--- src/rtl/psum_recon_pkg.sv ---
package psum_recon_pkg;
  typedef enum logic {
    MERGE_NIBBLE = 1'b0,
    MERGE_DIFF   = 1'b1
  } merge_mode_e;

  localparam int unsigned NIB_SHIFT = 4;
  localparam int unsigned GROW_W    = 5;
endpackage

--- src/rtl/psum_recon_gather.sv ---
module psum_recon_gather #(
  parameter int unsigned N_WORDS = 4,
  parameter int unsigned PSUM_W  = 10
) (
  input  logic [2*N_WORDS-1:0]        key_i,
  input  logic [2*N_WORDS*PSUM_W-1:0] col_i,
  output logic [N_WORDS*PSUM_W-1:0]   one_o,
  output logic [N_WORDS*PSUM_W-1:0]   zero_o
);
  localparam int unsigned COLS  = 2 * N_WORDS;
  localparam int unsigned CNT_W = $clog2(COLS + 1);

  for (genvar k = 0; k < N_WORDS; k++) begin : g_word
    logic [PSUM_W-1:0] one_v, zero_v;
    logic [CNT_W-1:0]  n_one, n_zero;

    // k-th set column feeds one half, k-th clear column the other
    always_comb begin
      one_v  = '0;
      zero_v = '0;
      n_one  = '0;
      n_zero = '0;
      for (int j = 0; j < COLS; j++) begin
        if (key_i[j]) begin
          if (n_one == CNT_W'(k)) one_v = col_i[j*PSUM_W +: PSUM_W];
          n_one = n_one + 1'b1;
        end else begin
          if (n_zero == CNT_W'(k)) zero_v = col_i[j*PSUM_W +: PSUM_W];
          n_zero = n_zero + 1'b1;
        end
      end
    end

    assign one_o[k*PSUM_W +: PSUM_W]  = one_v;
    assign zero_o[k*PSUM_W +: PSUM_W] = zero_v;
  end
endmodule

--- src/rtl/psum_recon_merge.sv ---
module psum_recon_merge
  import psum_recon_pkg::*;
#(
  parameter int unsigned N_WORDS = 4,
  parameter int unsigned PSUM_W  = 10,
  localparam int unsigned WORD_W = PSUM_W + GROW_W
) (
  input  logic                      mode_i,
  input  logic [N_WORDS*PSUM_W-1:0] one_i,
  input  logic [N_WORDS*PSUM_W-1:0] zero_i,
  output logic [N_WORDS*WORD_W-1:0] word_o
);
  merge_mode_e mode;
  assign mode = merge_mode_e'(mode_i);

  for (genvar k = 0; k < N_WORDS; k++) begin : g_word
    logic signed [WORD_W-1:0] a, b, w;
    assign a = WORD_W'($signed(one_i[k*PSUM_W +: PSUM_W]));
    assign b = WORD_W'($signed(zero_i[k*PSUM_W +: PSUM_W]));
    always_comb begin
      if (mode == MERGE_DIFF) w = a - b;
      else                    w = (a <<< NIB_SHIFT) + b;
    end
    assign word_o[k*WORD_W +: WORD_W] = w;
  end
endmodule

--- src/rtl/psum_recon_serial.sv ---
module psum_recon_serial
  import psum_recon_pkg::*;
#(
  parameter int unsigned N_WORDS = 4,
  parameter int unsigned WORD_W  = 15,
  localparam int unsigned RES_W  = WORD_W + GROW_W
) (
  input  logic                      clk_i,
  input  logic                      rst_ni,
  input  logic                      valid_i,
  input  logic                      ikey_i,
  input  logic [N_WORDS*WORD_W-1:0] word_i,
  output logic [N_WORDS*RES_W-1:0]  result_o,
  output logic                      done_o
);
  logic                      second_q;
  logic                      hi_first_q;
  logic [N_WORDS*WORD_W-1:0] first_q;
  logic [N_WORDS*RES_W-1:0]  res_q, res_d;
  logic                      done_q;

  for (genvar k = 0; k < N_WORDS; k++) begin : g_word
    logic signed [RES_W-1:0] f, c, hi, lo;
    assign f  = RES_W'($signed(first_q[k*WORD_W +: WORD_W]));
    assign c  = RES_W'($signed(word_i[k*WORD_W +: WORD_W]));
    assign hi = hi_first_q ? f : c;
    assign lo = hi_first_q ? c : f;
    assign res_d[k*RES_W +: RES_W] = (hi <<< NIB_SHIFT) + lo;
  end

  always_ff @(posedge clk_i or negedge rst_ni) begin
    if (!rst_ni) begin
      second_q   <= 1'b0;
      hi_first_q <= 1'b0;
      first_q    <= '0;
      res_q      <= '0;
      done_q     <= 1'b0;
    end else begin
      done_q <= valid_i & second_q;
      if (valid_i) begin
        second_q <= ~second_q;
        if (!second_q) begin
          first_q    <= word_i;
          hi_first_q <= ikey_i;
        end else begin
          res_q <= res_d;
        end
      end
    end
  end

  assign result_o = res_q;
  assign done_o   = done_q;
endmodule

--- src/rtl/psum_recon.sv ---
module psum_recon
  import psum_recon_pkg::*;
#(
  parameter int unsigned N_WORDS = 4,
  parameter int unsigned PSUM_W  = 10,
  localparam int unsigned COLS   = 2 * N_WORDS,
  localparam int unsigned WORD_W = PSUM_W + GROW_W,
  localparam int unsigned RES_W  = WORD_W + GROW_W
) (
  input  logic                      clk_i,
  input  logic                      rst_ni,
  input  logic                      valid_i,
  input  logic                      mode_i,
  input  logic [COLS-1:0]           wkey_i,
  input  logic                      ikey_i,
  input  logic [COLS*PSUM_W-1:0]    col_sum_i,
  output logic [N_WORDS*WORD_W-1:0] word_o,
  output logic [N_WORDS*RES_W-1:0]  result_o,
  output logic                      done_o
);
  logic [N_WORDS*PSUM_W-1:0] one_w, zero_w;

  psum_recon_gather #(.N_WORDS(N_WORDS), .PSUM_W(PSUM_W)) u_gather (
    .key_i  (wkey_i),
    .col_i  (col_sum_i),
    .one_o  (one_w),
    .zero_o (zero_w)
  );

  psum_recon_merge #(.N_WORDS(N_WORDS), .PSUM_W(PSUM_W)) u_merge (
    .mode_i (mode_i),
    .one_i  (one_w),
    .zero_i (zero_w),
    .word_o (word_o)
  );

  psum_recon_serial #(.N_WORDS(N_WORDS), .WORD_W(WORD_W)) u_serial (
    .clk_i    (clk_i),
    .rst_ni   (rst_ni),
    .valid_i  (valid_i),
    .ikey_i   (ikey_i),
    .word_i   (word_o),
    .result_o (result_o),
    .done_o   (done_o)
  );
endmodule

--- config.mk ---
export PLATFORM = sky130hd
export DESIGN_NAME = psum_recon
export DESIGN_NICKNAME = d
export VERILOG_FILES = /design/src/rtl/psum_recon_pkg.sv /design/src/rtl/psum_recon_gather.sv /design/src/rtl/psum_recon_merge.sv /design/src/rtl/psum_recon_serial.sv /design/src/rtl/psum_recon.sv
export SDC_FILE = /design/constraint.sdc
export NUM_CORES = 1
export LEC_CHECK = 0
export BUFFER_PORTS_ARGS = -buffer_cell sky130_fd_sc_hd__buf_2
export CAP_MARGIN = 15
export CORE_MARGIN = 2
export CORE_UTILIZATION = 35
export DETAILED_ROUTE_END_ITERATION = 10
export GPL_TIMING_DRIVEN = 1
export PLACE_DENSITY = 0.6
export SYNTH_ARGS = -nofsm -noshare
export SYNTH_HDL_FRONTEND = slang
export SYNTH_SLANG_ARGS = --single-unit
--- constraint.sdc ---
create_clock -name clk_i -period 16.99 [get_ports clk_i]
set_input_delay 0.8495 -clock clk_i [delete_from_list [all_inputs] [get_ports clk_i]]
set_output_delay 0.8495 -clock clk_i [all_outputs]
set_load 0.01 [all_outputs]
======== Word level (Yosys, flattened, before mapping) ========
Index checks and enable logic that the tools add are counted.
operators by class
  equal/unequal tests ..................... 42
  add/sub/neg operators ................... 24
  multiplexer cells ....................... 140
  reduce and logical (&&, ||, !) cells .... 16
  bitwise logic cells ..................... 2
operator list
  kind                   number
  $mux W10               114
  $eq A4 B2 Y1 const B   24
  $add A20 B20 Y20       4
  $mux W20               4
  $mux W16               4
  $add A14 B10 Y15       4
  $mux W15               4
  $logic_not A4 Y1       14
  $eq A4 B1 Y1 const B   12
  $mux W4                12
  $sub A10 B10 Y11       4
  $add A4 B1 Y4 const B  10
  $eq A1 B2 Y1 const B   4
  $add A1 B1 Y2 const B  2
  $reduce_and A2 Y1      2
  $eq A1 B1 Y1 const B   2
  $mux W1                2
  $and A1 B1 Y1          1
  $not A1 Y1             1
storage, ports and cells
  output and inout bits ................... 141
  bits of input ports ..................... 93
  bits in registers ....................... 143
  logic and storage cells ................. 229

======== Longest topological paths before layout ========
  depth after elaboration ................. 20
  depth in mapped cells ................... 47
  mapped depth without buffers ............ 45

======== By module ========
From an unflattened synthesis, not the netlist that was laid out.
unflattened totals
  cell total of the unflattened synthesis .. 2,404
  area total of the unflattened synthesis .. 20,150.6 um^2
by module, submodules not included
  module             cells an instance  area each (um^2)  seq. area each (um^2)  instances
  psum_recon_serial  936                9,477.8           3,578.4                1
  psum_recon_gather  891                6,680.2           0.0                    1
  psum_recon_merge   577                3,992.6           0.0                    1

======== Worst setup path before layout ========
OpenSTA, ideal clock, no wires.
  path type ............................... input -> register
  start point ............................. input wkey_i[0]
  end point ............................... register u_serial.res_q[56], in the netlist u_serial.result_o[56]
  setup time .............................. 0.095 ns
  buffers on the path ..................... 3
  required time ........................... 16.895 ns
  setup slack ............................. 7.238 ns
  arrival time ............................ 9.657 ns
  stages on the path ...................... 44
  cells stage by stage .................... clkbuf_1 -> inv_1 -> clkbuf_1 -> ha_1 -> xor2_1 -> ha_1 -> nand2b_1 -> o31ai_1 -> inv_1 -> ha_1 -> nand2_1 -> o21ai_0 -> ha_1 -> nand2_1 -> o21a_1 -> o21ai_1 -> ha_1 -> and2_1 -> [8 not listed] -> a21o_1 -> nor3b_1 -> nand3_1 -> o221ai_1 -> mux2_2 -> a211oi_2 -> a21oi_1 -> ha_1 -> o21ai_0 -> a21boi_0 -> o21ai_0 -> a21boi_0 -> o21ai_0 -> a21boi_0 -> o31a_1 -> o21a_1 -> o21a_1 -> o31ai_1
on the way
  cells in the longest elaborated chain, start to end .. 20
  elaborated cells between the ends (all ways) .. 74
  those cells by class .................... 15 x add/sub; 14 x eq/ne; 45 x mux
ends and longest elaborated chain
  element                                                      line                                              source
  from (decl)                                                  psum_recon.sv:14                                  input logic [COLS-1:0] wkey_i,
  $mux W1                                                      psum_recon_gather.sv:24                           if (key_i[j]) begin
  $add A1 B1 Y2, or another cell as far along                  psum_recon_gather.sv:29                           n_zero = n_zero + 1'b1;
  $mux W4, or another cell as far along                        psum_recon_gather.sv:24
  $add A4 B1 Y4, or another cell as far along                  psum_recon_gather.sv:29
  $mux W4, or another cell as far along                        psum_recon_gather.sv:24
  $add A4 B1 Y4, or another cell as far along                  psum_recon_gather.sv:29
  $mux W4, or another cell as far along                        psum_recon_gather.sv:24
  $add A4 B1 Y4, or another cell as far along                  psum_recon_gather.sv:29
  [4 not listed]                                               -
  $mux W4, or another cell as far along                        psum_recon_gather.sv:24
  $eq A4 B2 Y1, or another cell as far along                   psum_recon_gather.sv:28                           if (n_zero == CNT_W'(k)) zero_v = col_i[j*PSUM_W +: PSUM_W];
  $mux W10 (on tied branches)                                  psum_recon_gather.sv:28, psum_recon_gather.sv:25
  $mux W10                                                     psum_recon_gather.sv:24
  $add A14 B10 Y15 / $sub A10 B10 Y11 (equally long branches)  psum_recon_merge.sv:22, psum_recon_merge.sv:21
  $mux W15 *                                                   psum_recon_merge.sv:21                            if (mode == MERGE_DIFF) w = a - b;
  $mux W16 / $mux W20 (equally long branches)                  psum_recon_serial.sv:26, psum_recon_serial.sv:27
  $add A20 B20 Y20 *                                           psum_recon_serial.sv:28                           assign res_d[k*RES_W +: RES_W] = (hi <<< NIB_SHIFT) + lo;
  to (signal assigned)                                         psum_recon_serial.sv:46                           res_q <= res_d;
  to (decl)                                                    psum_recon_serial.sv:19                           logic [N_WORDS*RES_W-1:0] res_q, res_d;
Every way passes the cells marked *; elsewhere a longest branch is shown, timed or not.
A chain may end at the register's enable or synchronous reset.

======== Final worst setup path ========
Same ends and word-level chain as after synthesis.

==> summary.txt <==
Min path
  • Tightest Hold Check Type: input pin to asynchronous set/reset pin

Yosys
  • Post-synth top area cell: dfrtp_1
  • Post-synth cell types: between 90 and 100
  • Number of flops mapped to enable cells by yosys: 0
  • Avg Cell Area, Syn: around 7 um2
  • Top cells by area, synth: dfrtp_1, ha_1, o21ai_0
  • Synth top cells by count: nand2_1, o21ai_0, nor2_1
  • Mapped Area: 19900 um2
  • Post-Syn Nets: between 3000 and 4000
  • Yosys warns: 0
  • Ys flop type: dfrtp_1
  • Cells after Synth: ~2800
  • Most common cell in the netlist: nand2_1
  • Yosys reg bits: about 140
  • Top-area cell type share of the netlist area: 0.180
  • Async S/R FF share, synth: 1.00
  • Sequential area share after synthesis: 0.180

Clocking
  • Hold Buf Count CTS: 0
  • Clk Latency, worst-skew pair: roughly 0.44 ns
  • Post-CTS Setup Inserts: 0
  • Htree depth: 4
  • Clock transition at the registers of the reported paths: around 0.060 ns
  • Cts repair resizes: 0
  • CTS tree: yes
  • CTS buffer count: 17
  • Root buffer cell: clkbuf_16
  • Clock buffer depth: 2
  • CTS sink count: between 100 and 150

GRT
  • First-pass GRT wire length: between 100000 and 150000 um
  • Total grt overflow: 0
  • Largest net degree at the start of global routing: 98
  • Vias in the first global route: approximately 19000
  • Initial antenna violation count: 11
  • Met3 Use GR: 0.0284
  • M2 GR Usage: 0.399
  • Met1 Use GR: 0.298
  • Global route hottest layer: met2
  • GRT Util Overall: 0.231

STA
  • Slew of the pin with the lowest slew margin: about 1.2 ns
  • Setup TNS: 0 ns
  • Pins Over Slew Limit: 0
  • RSZ-0062 raised after global routing: no
  • Clock skew: about 0.0068 ns
  • Max Fclk: about 0.09 GHz
  • Crit path time final: around 11 ns
  • Final period util: 0.670
  • Final setup fails: 0
  • Final hold viol count: 0
  • Rel. slew slack: 0.196

Critical path
  • CP peak stage delay: approximately 0.78 ns
  • Worst reg2reg path depth: 17
  • Data required, critical path: about 17 ns
  • CP startpoint kind: input pin
  • Most used cell, CP: ha_1
  • Reg-to-reg setup timing slack: between 10 and 15 ns
  • Worst Path Max Fanout: 23
  • Slowest-stage cell, CP: ha_1
  • Crit path arrival time: 11.72 ns
  • R2r endpoint: u_serial.result_o[18]
  • Crit path kind: input pin to flop
  • Critical path endpoint category: flop
  • Reg-to-reg startpoint: u_serial.hi_first_q

Layout
  • Area growth syn-to-layout: 11.1%
  • Nets: around 3100
  • Layout cell share with drive strength beyond 1: 0.146
  • Non-Filler Instances: 3642

Power
  • Power per standard cell area: ~230 nW/um2
  • Cell Int Power: about 2.4 mW
  • Sw frac: 0.529
  • Worst VDD drop: 0.108 mV
  • Reg power frac: 0.127
  • Sw power: 2.72 mW
  • LEAKAGE: roughly 10 nW
  • Clock power frac: 0.082
  • Combinational power share: 0.791

Die
  • Initial Util: 0.354
  • Die ar.: approximately 59000 um2
  • Area of the core: 56300 um2
  • Num ports: ~230
  • Row count: 87
  • DIE HEIGHT: around 240 um
  • Die Wd: about 240 um

Routing
  • ANT nets after route: 0
  • Number of vias per cell: roughly 5.5
  • Via total after detailed routing: 20100
  • Drt pass-1 iters: 11
  • DRC errors left: 0
  • Routed wire per std cell: ~19 um
  • Final wirelength: about 70000 um
  • Number of DRC markers in iteration 0: around 1700

Place
  • DP HPWL: about 55000 um
  • Routability cong.: between 0.9 and 1
  • Placed cells: 3600
  • # port buffers: around 230

Flow run
  • Max Cap Violations: 0

Status
  • Status: completed
==> critical path: cells and delay by family <==
family	cells	cell delay (ns)
AO/OA/AOI/OAI	20	4.14
XOR/XNOR	2	0.67
adder cells (fa/ha/maj)	7	2.80
multiplexers	1	0.39
buffers and inverters	3	0.72
AND/OR/NAND/NOR	9	2.11
==> placed cells by master, fill, tap and decap left out, types with 7 or more instances in the layout <==
cell	synthesis	routed
dfrtp_1	143	142
a211oi_1	48	48
or2_2	8	8
o211ai_1	34	34
a21oi_1	206	206
a211o_1	10	10
diode_2	0	11
nor3b_1	14	13
clkbuf_16	0	17
mux2i_1	62	62
inv_1	161	161
o31a_1	7	7
fa_1	12	12
o31ai_1	32	32
nand3b_1	9	9
or3_1	18	18
nand2_1	387	386
a22oi_1	35	35
and2_1	17	17
mux2_2	87	87
nand2b_1	22	21
buf_4	1	17
o21bai_1	20	20
nand3_1	79	79
a31oi_1	38	38
nor3_1	41	39
xnor2_1	60	60
xor2_1	29	29
o21ai_0	304	304
nor2_1	246	246
buf_2	16	231
a21o_1	35	35
nand4_1	12	12
ha_1	172	172
a21boi_0	16	16
and3_1	31	31
o21a_1	26	26
a222oi_1	10	10
nor2b_1	34	34
==> metal layers <==
metal  up-vias  wire length (um)
met1      9380             30800
met5         -                 0
li1      10100                 -
met4         0              1980
met2       529             33600
met3        95              3220
==> registers in the layout (all words and copies together), names as in the netlist <==
signal               cells
u_serial.first_q        60
u_serial.second_q        1
u_serial.result_o       80
u_serial.hi_first_q      1
u_serial.done_o          1
==> worst max path at each step <==
stage | slack, ns | cells after the start | from | endpoint
detailed placement | 5.32 | 42 | wkey_i[0] | u_serial.result_o[56]
global route | 4.56 | 42 | wkey_i[0] | u_serial.result_o[56]
floorplan | 7.24 | 44 | wkey_i[0] | u_serial.result_o[56]
global placement | 5.57 | 42 | wkey_i[0] | u_serial.result_o[56]
finish | 5.61 | 42 | wkey_i[0] | u_serial.result_o[56]
CTS | 5.78 | 42 | wkey_i[0] | u_serial.result_o[56]
==> cells by family (layout without fill, tap and decap cells) <==
group	after synthesis	in the layout	synth area share
flops	143	143	0.180
xor+xnor	95	95	0.0461
simple gates	957	957	0.219
other cells	0	11	0
mux	149	149	0.0804
fa+ha+maj	184	184	0.120
buf+inv	363	449	0.0702
compound gates	898	898	0.284
==> power groups by stage <==
| stage | Clock (mW) | Combinational (mW) | Sequential (mW) |
|---|---|---|---|
| after global placement | 0 | 4.03 | 0.656 |
| after global routing | 0.445 | 4.56 | 0.676 |
| final | 0.421 | 4.07 | 0.653 |
| after detailed placement | 0 | 4.05 | 0.658 |
| after floorplan | 0 | 2.93 | 0.645 |
| after CTS | 0.430 | 4.08 | 0.655 |
==> metrics by stage <==
| step | setup WS (ns) | hold WS (ns) | power [mW] | instance area, um2 | utilization |
|---|---|---|---|---|---|
| after global routing | 4.56 | 0.498 | 5.68 | 22100 | 0.393 |
| after detailed placement | 5.32 | 0.466 | 4.71 | 21400 | 0.381 |
| after CTS | 5.78 | 0.477 | 5.16 | 22100 | 0.392 |
| after global placement | 5.57 | 0.458 | 4.69 | 21400 | 0.381 |
| final | 5.61 | 0.444 | 5.14 | 22100 | 0.393 |
| after floorplan | 7.24 | 0.462 | 3.57 | 19900 | - |
==> area by class of cell <==
| type | instances | area [um2] |
|---|---|---|
| Timing Repair Buffer | 249 | 1290 |
| Inverter | 169 | 637 |
| Multi-Input combinational cell | 2283 | 15000 |
| Tap cell | 756 | 946 |
| Clock buffer | 21 | 470 |
| Sequential cell | 143 | 3580 |
| Antenna cell | 11 | 27.5 |
| Clock inverter | 10 | 184 |
| Fill cell | 5951 | 34200 |
Power figures use the tool's default switching activity.
